## src/rtl/sacq_pkg.sv

```systemverilog
package sacq_pkg;

    localparam int SMP_W      = 24;
    localparam int FIFO_DEPTH = 8;
    localparam int SKIP_W     = 4;

    typedef enum logic [2:0] {
        MD_ASYNC_CONT = 3'd0,
        MD_ASYNC_ONE  = 3'd1,
        MD_SYNC_CONT  = 3'd2,
        MD_SYNC_ONE   = 3'd3,
        MD_WINDOW     = 3'd4,
        MD_ASYNC_ALT  = 3'd5,
        MD_RSV6       = 3'd6,
        MD_RSV7       = 3'd7
    } acq_mode_e;

    typedef enum logic [1:0] {
        ST_IDLE  = 2'd0,
        ST_ARMED = 2'd1,
        ST_RUN   = 2'd2,
        ST_HOLD  = 2'd3
    } acq_state_e;

    typedef struct packed {
        logic level;
        logic event_hit;
    } trig_info_t;

    function automatic logic mode_ok(input logic [2:0] m);
        return m <= 3'd5;
    endfunction

    function automatic logic mode_triggered(input logic [2:0] m);
        return (m == MD_SYNC_CONT) || (m == MD_SYNC_ONE);
    endfunction

    function automatic logic mode_single(input logic [2:0] m);
        return (m == MD_ASYNC_ONE) || (m == MD_SYNC_ONE);
    endfunction

endpackage

```

## src/rtl/sacq_trig_sel.sv

```systemverilog
module sacq_trig_sel
    import sacq_pkg::*;
(
    input  logic       clk,
    input  logic       rst,
    input  logic       trig_a,
    input  logic       trig_b,
    input  logic [1:0] src,
    input  logic       fall,
    output trig_info_t info
);

    logic sel;
    logic prev;

    always_comb begin
        case (src)
            2'd0:    sel = trig_a;
            2'd2:    sel = trig_b;
            default: sel = 1'b0;
        endcase
    end

    always_ff @(posedge clk) begin
        if (rst) prev <= 1'b0;
        else     prev <= sel;
    end

    always_comb begin
        info.level     = sel;
        info.event_hit = fall ? (prev & ~sel) : (sel & ~prev);
    end

endmodule

```

## src/rtl/sacq_fsm.sv

```systemverilog
module sacq_fsm
    import sacq_pkg::*;
#(
    parameter int SKW = SKIP_W
) (
    input  logic           clk,
    input  logic           rst,
    input  logic           en,
    input  logic [2:0]     mode,
    input  logic [SKW-1:0] skip_n,
    input  trig_info_t     trig,
    input  logic           smp_valid,
    output logic           store,
    output logic           run_o,
    output logic           active_o
);

    acq_state_e     state, state_nx;
    logic [SKW-1:0] skip_cnt;
    logic           gate, take, enter_run, live;

    assign live = en && mode_ok(mode);

    always_comb begin
        gate  = (mode == MD_WINDOW) ? trig.level : 1'b1;
        take  = live && (state == ST_RUN) && smp_valid && gate;
        store = take && (skip_cnt == '0);
    end

    always_comb begin
        state_nx = state;
        if (!live) begin
            state_nx = ST_IDLE;
        end else begin
            case (state)
                ST_IDLE:  state_nx = mode_triggered(mode) ? ST_ARMED : ST_RUN;
                ST_ARMED: if (trig.event_hit) state_nx = ST_RUN;
                ST_RUN:   if (store && mode_single(mode))
                              state_nx = (mode == MD_SYNC_ONE) ? ST_ARMED : ST_HOLD;
                default:  state_nx = state;
            endcase
        end
    end

    assign enter_run = (state != ST_RUN) && (state_nx == ST_RUN);

    always_ff @(posedge clk) begin
        if (rst) begin
            state    <= ST_IDLE;
            skip_cnt <= '0;
        end else begin
            state <= state_nx;
            if (enter_run)
                skip_cnt <= skip_n;
            else if (take && skip_cnt != '0)
                skip_cnt <= skip_cnt - 1'b1;
        end
    end

    assign run_o    = (state == ST_RUN);
    assign active_o = (state != ST_IDLE);


    stop_chk: assert property (@(posedge clk) disable iff (rst)
        !en |=> (state == ST_IDLE));


    trig_start_chk: assert property (@(posedge clk) disable iff (rst)
        (state == ST_ARMED && live && trig.event_hit) |=> run_o);


    single_stop_chk: assert property (@(posedge clk) disable iff (rst)
        (store && mode == MD_ASYNC_ONE) |=> !run_o);


    rsv_idle_chk: assert property (@(posedge clk) disable iff (rst)
        (mode > 3'd5) |=> !active_o);

endmodule

```

## src/rtl/sacq_fifo.sv

```systemverilog
module sacq_fifo #(
    parameter int W     = 24,
    parameter int DEPTH = 8
) (
    input  logic                       clk,
    input  logic                       rst,
    input  logic                       wr_en,
    input  logic [W-1:0]               wr_data,
    input  logic                       rd_en,
    output logic [W-1:0]               rd_data,
    output logic [$clog2(DEPTH+1)-1:0] count,
    output logic                       empty,
    output logic                       ovf
);

    localparam int PTR_W = $clog2(DEPTH);
    localparam int CNT_W = $clog2(DEPTH + 1);

    logic [W-1:0]     mem [DEPTH];
    logic [PTR_W-1:0] wr_ptr, rd_ptr;
    logic             full, push, pop;

    assign full  = (count == CNT_W'(DEPTH));
    assign empty = (count == '0);
    assign push  = wr_en && !full;
    assign pop   = rd_en && !empty;

    for (genvar i = 0; i < DEPTH; i++) begin : g_slot
        always_ff @(posedge clk) begin
            if (push && wr_ptr == PTR_W'(i))
                mem[i] <= wr_data;
        end
    end

    assign rd_data = mem[rd_ptr];

    always_ff @(posedge clk) begin
        if (rst) begin
            wr_ptr <= '0;
            rd_ptr <= '0;
            count  <= '0;
            ovf    <= 1'b0;
        end else begin
            if (push) wr_ptr <= wr_ptr + 1'b1;
            if (pop)  rd_ptr <= rd_ptr + 1'b1;
            case ({push, pop})
                2'b10:   count <= count + 1'b1;
                2'b01:   count <= count - 1'b1;
                default: count <= count;
            endcase
            if (wr_en && full) ovf <= 1'b1;
        end
    end


    full_drop_chk: assert property (@(posedge clk) disable iff (rst)
        (wr_en && full && !rd_en) |=> $stable(count));


    ovf_sticky_chk: assert property (@(posedge clk) disable iff (rst)
        ovf |=> ovf);


    count_bound_chk: assert property (@(posedge clk) disable iff (rst)
        count <= CNT_W'(DEPTH));

endmodule

```

## src/rtl/sacq_ctrl.sv

```systemverilog
module sacq_ctrl
    import sacq_pkg::*;
#(
    parameter int DW    = SMP_W,
    parameter int DEPTH = FIFO_DEPTH,
    parameter int SKW   = SKIP_W,
    localparam int CW   = $clog2(DEPTH + 1)
) (
    input  logic           clk,
    input  logic           rst,
    input  logic           en,
    input  logic [2:0]     mode,
    input  logic           trig_fall,
    input  logic [1:0]     trig_src,
    input  logic [SKW-1:0] skip_n,
    input  logic           thr_half,
    input  logic           dma_en,
    input  logic           trig_a,
    input  logic           trig_b,
    input  logic           smp_valid,
    input  logic [DW-1:0]  smp_data,
    input  logic           rd_en,
    output logic [DW-1:0]  rd_data,
    output logic [CW-1:0]  fifo_count,
    output logic           fifo_empty,
    output logic           thr_evt,
    output logic           dma_req,
    output logic           run,
    output logic           active,
    output logic           ovf
);

    trig_info_t trig;
    logic       store;

    sacq_trig_sel u_trig (
        .clk    (clk),
        .rst    (rst),
        .trig_a (trig_a),
        .trig_b (trig_b),
        .src    (trig_src),
        .fall   (trig_fall),
        .info   (trig)
    );

    sacq_fsm #(.SKW(SKW)) u_fsm (
        .clk       (clk),
        .rst       (rst),
        .en        (en),
        .mode      (mode),
        .skip_n    (skip_n),
        .trig      (trig),
        .smp_valid (smp_valid),
        .store     (store),
        .run_o     (run),
        .active_o  (active)
    );

    sacq_fifo #(.W(DW), .DEPTH(DEPTH)) u_fifo (
        .clk     (clk),
        .rst     (rst),
        .wr_en   (store),
        .wr_data (smp_data),
        .rd_en   (rd_en),
        .rd_data (rd_data),
        .count   (fifo_count),
        .empty   (fifo_empty),
        .ovf     (ovf)
    );

    always_comb begin
        thr_evt = thr_half ? (fifo_count >= CW'(DEPTH / 2)) : !fifo_empty;
        dma_req = thr_evt && dma_en;
    end


    no_store_off_chk: assert property (@(posedge clk) disable iff (rst)
        (!en && !rd_en) |=> $stable(fifo_count));


    dma_gate_chk: assert property (@(posedge clk) disable iff (rst)
        dma_req |-> (thr_evt && !fifo_empty));

endmodule

```

## config.mk

```make
export PLATFORM = sky130hd
export DESIGN_NAME = sacq_ctrl
export DESIGN_NICKNAME = d
export VERILOG_FILES = /design/src/rtl/sacq_pkg.sv /design/src/rtl/sacq_trig_sel.sv /design/src/rtl/sacq_fsm.sv /design/src/rtl/sacq_fifo.sv /design/src/rtl/sacq_ctrl.sv
export SDC_FILE = /design/constraint.sdc
export NUM_CORES = 1
export LEC_CHECK = 0
export CAP_MARGIN = 10
export CORE_AREA = 2 2 157 159
export DETAILED_ROUTE_END_ITERATION = 16
export DIE_AREA = 0 0 159 161
export PLACE_DENSITY_LB_ADDON = 0.1
export SKIP_CTS_REPAIR_TIMING = 1
export SYNTH_ARGS = -nofsm -noshare
export SYNTH_HDL_FRONTEND = slang
export SYNTH_HIERARCHICAL = 1
export SYNTH_SLANG_ARGS = --single-unit
export TNS_END_PERCENT = 20
```

## constraint.sdc

```tcl
create_clock -name clk -period 2.9 [get_ports clk]
set_clock_uncertainty 0.2 [all_clocks]
set_input_delay 0.435 -clock clk [delete_from_list [all_inputs] [get_ports clk]]
set_output_delay 0.435 -clock clk [all_outputs]
set_load 0.005 [all_outputs]
```

==> flow_metrics.py, run 1 <==
metrics = {
    "outcome": {
        "status": "finished, violations left",
        "violations": "negative setup slack",
    },
    "yosys": {
        "ys_warn_count": 6,
        "synthArstFlopShare_pct": 0,
        "synth_edf_count": 192,
        "yosysUniqueCellTypes": 53,
        "ys_seq_area_share_pct": 71.4,
        "ys_seq_elements": 213,
        "syn_area_per_cell_um2": 20.5,
        "syn_inst": 423,
        "netlist_area_um2": 8660,
        "syn-num-nets": 478,
        "synth_ff_type": "edfxtp_1",
    },
    "worst_hold_path": {
        "hold_path.class": "flop to flop",
        "hold_depth": 2,
    },
    "global_routing": {
        "grt_max_degree": 49,
        "use_met3_pct": 2.82,
        "use_met2_pct": 23.5,
        "top_usage_layer": "met2",
        "grt_pass1_vias": 4697,
        "grtUsageMet1_pct": 17.6,
        "overflow": 0,
        "track_usage_pct": 13.5,
        "grt_pass1_wl_um": 27000,
        "antenna_found_initial": 0,
    },
    "route": {
        "viasPerCell": 4.84,
        "route.detailed.wl_per_inst_um": 19.5,
        "vias": 4342,
        "wirelength_um": 17500,
        "ant_nets": 0,
        "drc": 0,
        "first_iter_violations": 177,
        "drt_pre_antenna_iters": 4,
    },
    "worst_setup_path": {
        "crit_type": "flop to output port",
        "required_ns": 2.27,
        "critical_path.max_fanout": 13,
        "critPathCaptureType": "output port",
        "worstRegToRegCells": 14,
        "critPathArrivalTime_ns": 2.36,
        "start_kind": "flop",
    },
    "cts": {
        "cts.sink_count": 213,
        "htreeDepth": 1,
        "clk_pin_slew_ns": 0.06,
        "cts-root-buf": "clkbuf_16",
        "insertion_delay_ns": 0.49,
        "cts_buffers": 23,
        "clk_path_buf_depth": 3,
        "cts_tree": "done",
    },
    "die": {
        "die_area_um2": 25600,
        "initial_utilization_pct": 36.1,
        "core_um2": 24000,
        "fp.dieH_um": 161,
        "row_count": 57,
        "die_w_um": 159,
        "io_pins": 77,
    },
    "placed_design": {
        "pre_cts_slack_ns": -0.566,
        "gp_congestion": 0.748,
        "io_buffers": 76,
        "dp_hpwl_um": 10300,
        "place_area_um2": 10200,
        "place_inst": 849,
    },
    "finish": {
        "stdcell_count": 897,
        "fill_cells": 2075,
        "layout.nets": 613,
        "syn_to_final_growth_pct": 28.5,
        "fin_area_um2": 11100,
        "diodes": 0,
        "drive_gt1_share_pct": 31.9,
    },
    "timing": {
        "fin_crit_ns": 3.00,
        "tightestPinTransition_ns": 0.668,
        "hold_viol_final": 0,
        "fin_hold_ws_ns": 0.291,
        "setup-violations-final": 2,
        "timing.final.ws_setup_ns": -0.0986,
        "slew_viol_final": 0,
        "period_share_pct": 103,
        "rsz0062_at_grt": "true",
        "fmax_mhz": 333,
        "slew_headroom_pct": 55.3,
    },
    "power_and_ir_drop": {
        "leakage_nw": 3.84,
        "p_per_area_nw_per_um2": 582,
        "ir_drop_uv": 418,
        "total_power_mw": 6.48,
    },
    "flow_run": {
        "max_cap_viol_count": 0,
    },
}
==> sequential cells by signal, indices dropped and copies added (netlist names), named ones only <==
name / count
u_fifo/wr_ptr: 3
u_fifo/mem: 192
u_fifo/count: 4
u_trig/prev: 1
u_fsm/state: 2
u_fifo/ovf: 1
u_fifo/rd_ptr: 3
u_fsm/skip_cnt: 4
==> worst max-delay path, stage by stage, from the launching register on <==
cell	delay, ns
dfxtp_4	0.42
buf_16	0.19
mux4_2	0.51
mux2_2	0.30
clkdlybuf4s50_1	0.45
==> final cells by class <==
class | count | area (µm²) | area share [%]
Tap cell | 324 | 405 | 3.64
Clock buffer | 28 | 614 | 5.52
Sequential cell | 213 | 6190 | 55.6
Timing Repair Buffer | 127 | 1380 | 12.4
Multi-Input combinational cell | 183 | 2390 | 21.5
Inverter | 10 | 37.5 | 0.337
Clock inverter | 12 | 113 | 1.01
==> path summary, 6_finish.rpt <==
check | start | to | slack, ns
hold reg to reg | u_fifo/ovf$_SDFFE_PP0P_ | u_fifo/ovf$_SDFFE_PP0P_ | 0.29
hold / removal | u_fifo/ovf$_SDFFE_PP0P_ | u_fifo/ovf$_SDFFE_PP0P_ | 0.29
setup reg to reg | u_fsm/skip_cnt[1]$_SDFFE_PP0P_ | u_fifo/count[2]$_SDFFE_PP0P_ | 0
setup / recovery | flop | rd_data[23] | -0.1
==> cell usage in the layout, fill, tap and decap left out, drive strengths merged, types with 3 or more instances in the layout <==
cell type and n:
mux4 48, a31oi 3, xor2 4, nand2 8, mux2i 3, buf 50, nor2 18, clkinv 9
clkbuf 30, nor3 3, nor4 3, and3 7, edfxtp 192, nor2b 7, nor3b 6, dfxtp 21
ha 12, mux2 25, xnor2 3, a21oi 6, inv 10, clkdlybuf4s50 53, dlymetal6s2s 22
==> layer usage <==
metal	routed length [µm]	vias up	part of all wire (%)
met5	0	-	0
met4	257	0	1.5
met3	829	20	4.7
met2	8610	92	49
met1	7770	2229	44
li1	-	2001	-
==> cells in the mapped netlist (2+ instances only) <==
cell type | count | share of area [%]
nor2b_1 | 6 | 0.43
mux2_2 | 4 | 0.52
ha_1 | 12 | 1.7
nand2_1 | 8 | 0.35
nor3_1 | 3 | 0.17
buf_12 | 2 | 0.46
edfxtp_1 | 192 | 67
mux4_2 | 36 | 9.4
mux4_1 | 12 | 3.6
xor2_1 | 4 | 0.40
buf_2 | 9 | 0.52
mux2_4 | 20 | 3.5
nor2_1 | 18 | 0.78
nand2b_1 | 2 | 0.14
and2_1 | 2 | 0.14
nand3b_1 | 2 | 0.17
and3_1 | 7 | 0.51
xnor2_1 | 3 | 0.30
nor3b_2 | 3 | 0.43
a31oi_1 | 3 | 0.22
o21ai_0 | 2 | 0.12
clkbuf_1 | 3 | 0.13
nor4_1 | 2 | 0.14
inv_1 | 10 | 0.43
mux2i_1 | 2 | 0.23
dfxtp_1 | 21 | 4.9
or3_1 | 2 | 0.14
nor3b_1 | 3 | 0.26
a21oi_1 | 6 | 0.35
==> per-stage QoR <==
stage	TNS (ns)	utilization [%]
6_report	-0.0991	46.5
2_1_floorplan	0	-
5_1_grt	-0.464	46.5
3_3_place_gp	-38.93	42.6
3_5_place_dp	-44.61	42.6
4_1_cts	-4.77	45.6
==> cells by family (layout without fill, tap and decap cells) <==
kind of cell               count (synthesis)  after routing  synth area share, %
adders and majority gates                 12             12                 1.73
AOI/OAI and AO/OA                         23             23                 2.22
DFF                                      213            213                 71.4
xor gates and xnor gates                   7              7                0.708
muxes                                     76             76                 17.5
buffers and inverters                     27            177                 1.81
and+or+nand+nor                           65             65                 4.61
==> power by group <==
group / switching (mW) / internal, mW
combinational: 0.130 / 0.187
sequential: 0.0108 / 3.35
clock: 1.12 / 1.68
Note: power is estimated with default switching activity, not from simulation.
==> inputs of run 2 (changes only) <==
--- a/config.mk
+++ b/config.mk
@@ -9,6 +9,7 @@
 export CORE_AREA = 2 2 157 159
 export DETAILED_ROUTE_END_ITERATION = 16
 export DIE_AREA = 0 0 159 161
+export HOLD_SLACK_MARGIN = 0.02
 export PLACE_DENSITY_LB_ADDON = 0.1
 export SKIP_CTS_REPAIR_TIMING = 1
 export SYNTH_ARGS = -nofsm -noshare
==> results of run 2 <==
The final DEF is identical to that of run 1; final timing and power are the same.
==> inputs of run 3 (changes only) <==
--- a/config.mk
+++ b/config.mk
@@ -7,6 +7,7 @@
 export LEC_CHECK = 0
 export CAP_MARGIN = 10
 export CORE_AREA = 2 2 157 159
+export CTS_CLUSTER_DIAMETER = 200
 export DETAILED_ROUTE_END_ITERATION = 16
 export DIE_AREA = 0 0 159 161
 export HOLD_SLACK_MARGIN = 0.02
==> constraint.sdc (replaced) <==
create_clock -name clk -period 2.7 [get_ports clk]
set_clock_uncertainty 0.2 [all_clocks]
set_input_delay 0.405 -clock clk [delete_from_list [all_inputs] [get_ports clk]]
set_output_delay 0.405 -clock clk [all_outputs]
set_load 0.005 [all_outputs]
==> flow_metrics.py, run 3 (synthesized netlist as in run 1, its figures left out) <==
metrics = {
    "outcome": {
        "status": "finished, violations left",
        "violations": "negative setup slack",
    },
    "worst_setup_path": {
        "rr_startpoint": "u_fsm/skip_cnt[0]$_SDFFE_PP0P_",
        "cp-startpoint": "u_fsm/skip_cnt[0]$_SDFFE_PP0P_",
        "critPathCaptureType": "flop",
        "start_kind": "flop",
        "critical_path.max_fanout": 3,
        "critPathArrivalTime_ns": 3.20,
        "crit_type": "flop to flop",
        "r2r_slack_ns": -0.28,
        "required_ns": 2.92,
    },
    "timing": {
        "slew_headroom_pct": 55.1,
        "slew_viol_final": 0,
        "timing.final.ws_setup_ns": -0.281,
        "rsz0062_at_grt": "true",
        "tightestPinTransition_ns": 0.671,
        "period_share_pct": 110,
        "fmax_mhz": 335,
        "setup-violations-final": 12,
        "hold_viol_final": 0,
        "fin_crit_ns": 2.98,
    },
    "finish": {
        "final_util_pct": 47.1,
        "syn_to_final_growth_pct": 30.3,
        "final_common_cell": "edfxtp_1",
        "fill_cells": 2072,
        "largest_reg_flops": 192,
        "layout.nets": 627,
        "top_regs": "u_fifo/mem: 192 flops, u_fifo/count: 4 flops, u_fsm/skip_cnt: 4 flops",
        "multiInputGateArea_um2": 2440,
        "fin_area_um2": 11300,
        "largest-register": "u_fifo/mem",
        "final_cell_mix": "192 x edfxtp_1, 52 x clkdlybuf4s50_1, 46 x mux4_2",
        "seq_area_um2": 6190,
        "diodes": 0,
        "drive_gt1_share_pct": 37.6,
    },
    "global_routing": {
        "grt_max_degree": 49,
        "overflow": 0,
        "antenna_found_initial": 1,
        "grt_pass1_wl_um": 27200,
        "grt_pass1_vias": 4794,
        "track_usage_pct": 13.9,
    },
    "die": {
        "die_w_um": 159,
        "core_um2": 24000,
        "initial_utilization_pct": 36.1,
        "row_count": 57,
        "fp.dieH_um": 161,
        "die_area_um2": 25600,
        "io_pins": 77,
    },
    "route": {
        "vias": 4506,
        "ant_nets": 0,
        "viasPerCell": 4.94,
        "route.detailed.wl_per_inst_um": 19.8,
        "first_iter_violations": 242,
        "wirelength_um": 18100,
        "drt_pre_antenna_iters": 4,
        "drc": 0,
    },
    "power_and_ir_drop": {
        "p_clk_share_pct": 43.5,
        "total_power_mw": 7.03,
        "p_seq_share_pct": 51.4,
        "leakage_nw": 3.78,
        "intPower_mw": 5.66,
        "p_per_area_nw_per_um2": 623,
        "power.switching_mw": 1.37,
        "swShare_pct": 19.5,
        "ir_drop_uv": 232,
        "comb_power_share_pct": 5.2,
    },
    "cts": {
        "cts_tree": "done",
        "insertion_delay_ns": 0.49,
        "clk_pin_slew_ns": 0.06,
        "cts.sink_count": 213,
        "cts-root-buf": "clkbuf_16",
        "cts_buffers": 23,
        "htreeDepth": 1,
        "clk_path_buf_depth": 3,
    },
    "worst_hold_path": {
        "hold_path.class": "input port to flop",
        "hp-start": "skip_n[0]",
    },
    "placed_design": {
        "io_buffers": 76,
        "place_area_um2": 10300,
        "gp_congestion": 0.756,
        "dp_hpwl_um": 10600,
    },
    "flow_run": {
        "max_cap_viol_count": 0,
    },
}
==> run 3: changes by cell type in the layout (fill, tap and decap cells not counted), moves of 2 or more <==
cell,previous run,this run
and3_1,7,4
and3_2,0,3
buf_12,12,19
buf_6,0,3
buf_8,0,4
clkbuf_2,1,20
clkbuf_8,2,0
clkinv_1,3,6
dlymetal6s2s_1,22,4
mux2_4,20,22
mux4_1,4,2
mux4_2,44,46
==> run 3: power by group through the flow <==
stage | Sequential [mW] | Combinational [mW] | Clock, mW
CTS | 3.61 | 0.329 | 3.15
global placement | 3.68 | 0.317 | 0
floorplan | 3.68 | 0.141 | 0
global route | 3.61 | 0.393 | 3.29
detailed placement | 3.68 | 0.327 | 0
finish | 3.61 | 0.363 | 3.05
==> run 3: layout make-up <==
| class | instances | area share (%) |
|---|---|---|
| Timing Repair Buffer | 141 | 13.0 |
| Clock inverter | 14 | 1.25 |
| Sequential cell | 213 | 54.9 |
| Inverter | 10 | 0.333 |
| Tap cell | 324 | 3.59 |
| Multi-Input combinational cell | 183 | 21.7 |
| Clock buffer | 27 | 5.23 |
==> run 3: final timing paths <==
kind | endpoint | depth (start not counted)
hold reg to reg | u_fifo/ovf$_SDFFE_PP0P_ | 2
hold / removal | u_fsm/skip_cnt[0]$_SDFFE_PP0P_ | 3
setup reg to reg | u_fifo/count[2]$_SDFFE_PP0P_ | 14
setup / recovery | u_fifo/count[2]$_SDFFE_PP0P_ | 14
==> run 3: critical path: stages (launching register included) <==
cell and delay, ns:
dfxtp_2 0.32, inv_2 0.07, ha_4 0.12, nor3b_4 0.20, or3b_4 0.42, nor2_4 0.12, a21boi_4 0.20, inv_2 0.08
ha_4 0.18, xor2_4 0.16, ha_4 0.19, a21oi_2 0.11, xor2_1 0.08, or3_1 0.33, a21oi_2 0.12
==> run 3: per-layer routing <==
| metal | global-route usage, % | vias up | wire length [µm] |
|---|---|---|---|
| met2 | 24.4 | 115 | 9060 |
| met5 | 0 | - | 11 |
| li1 | - | 2025 | - |
| met4 | 4.13 | 2 | 321 |
| met1 | 17.6 | 2331 | 7720 |
| met3 | 2.70 | 33 | 949 |
==> run 3: stage by stage <==
| stage | setup TNS (ns) | hold slack (ns) | setup WS (ns) | instances |
|---|---|---|---|---|
| 2_1_floorplan | -25.59 | 0.261 | -0.187 | 423 |
| 3_3_place_gp | -71.75 | 0.267 | -0.688 | 853 |
| 3_5_place_dp | -74.92 | 0.287 | -0.809 | 853 |
| 4_1_cts | -22.94 | 0.273 | -0.510 | 894 |
| 5_1_grt | -2.63 | 0.326 | -0.417 | 912 |
| 6_report | -1.17 | 0.297 | -0.281 | 912 |
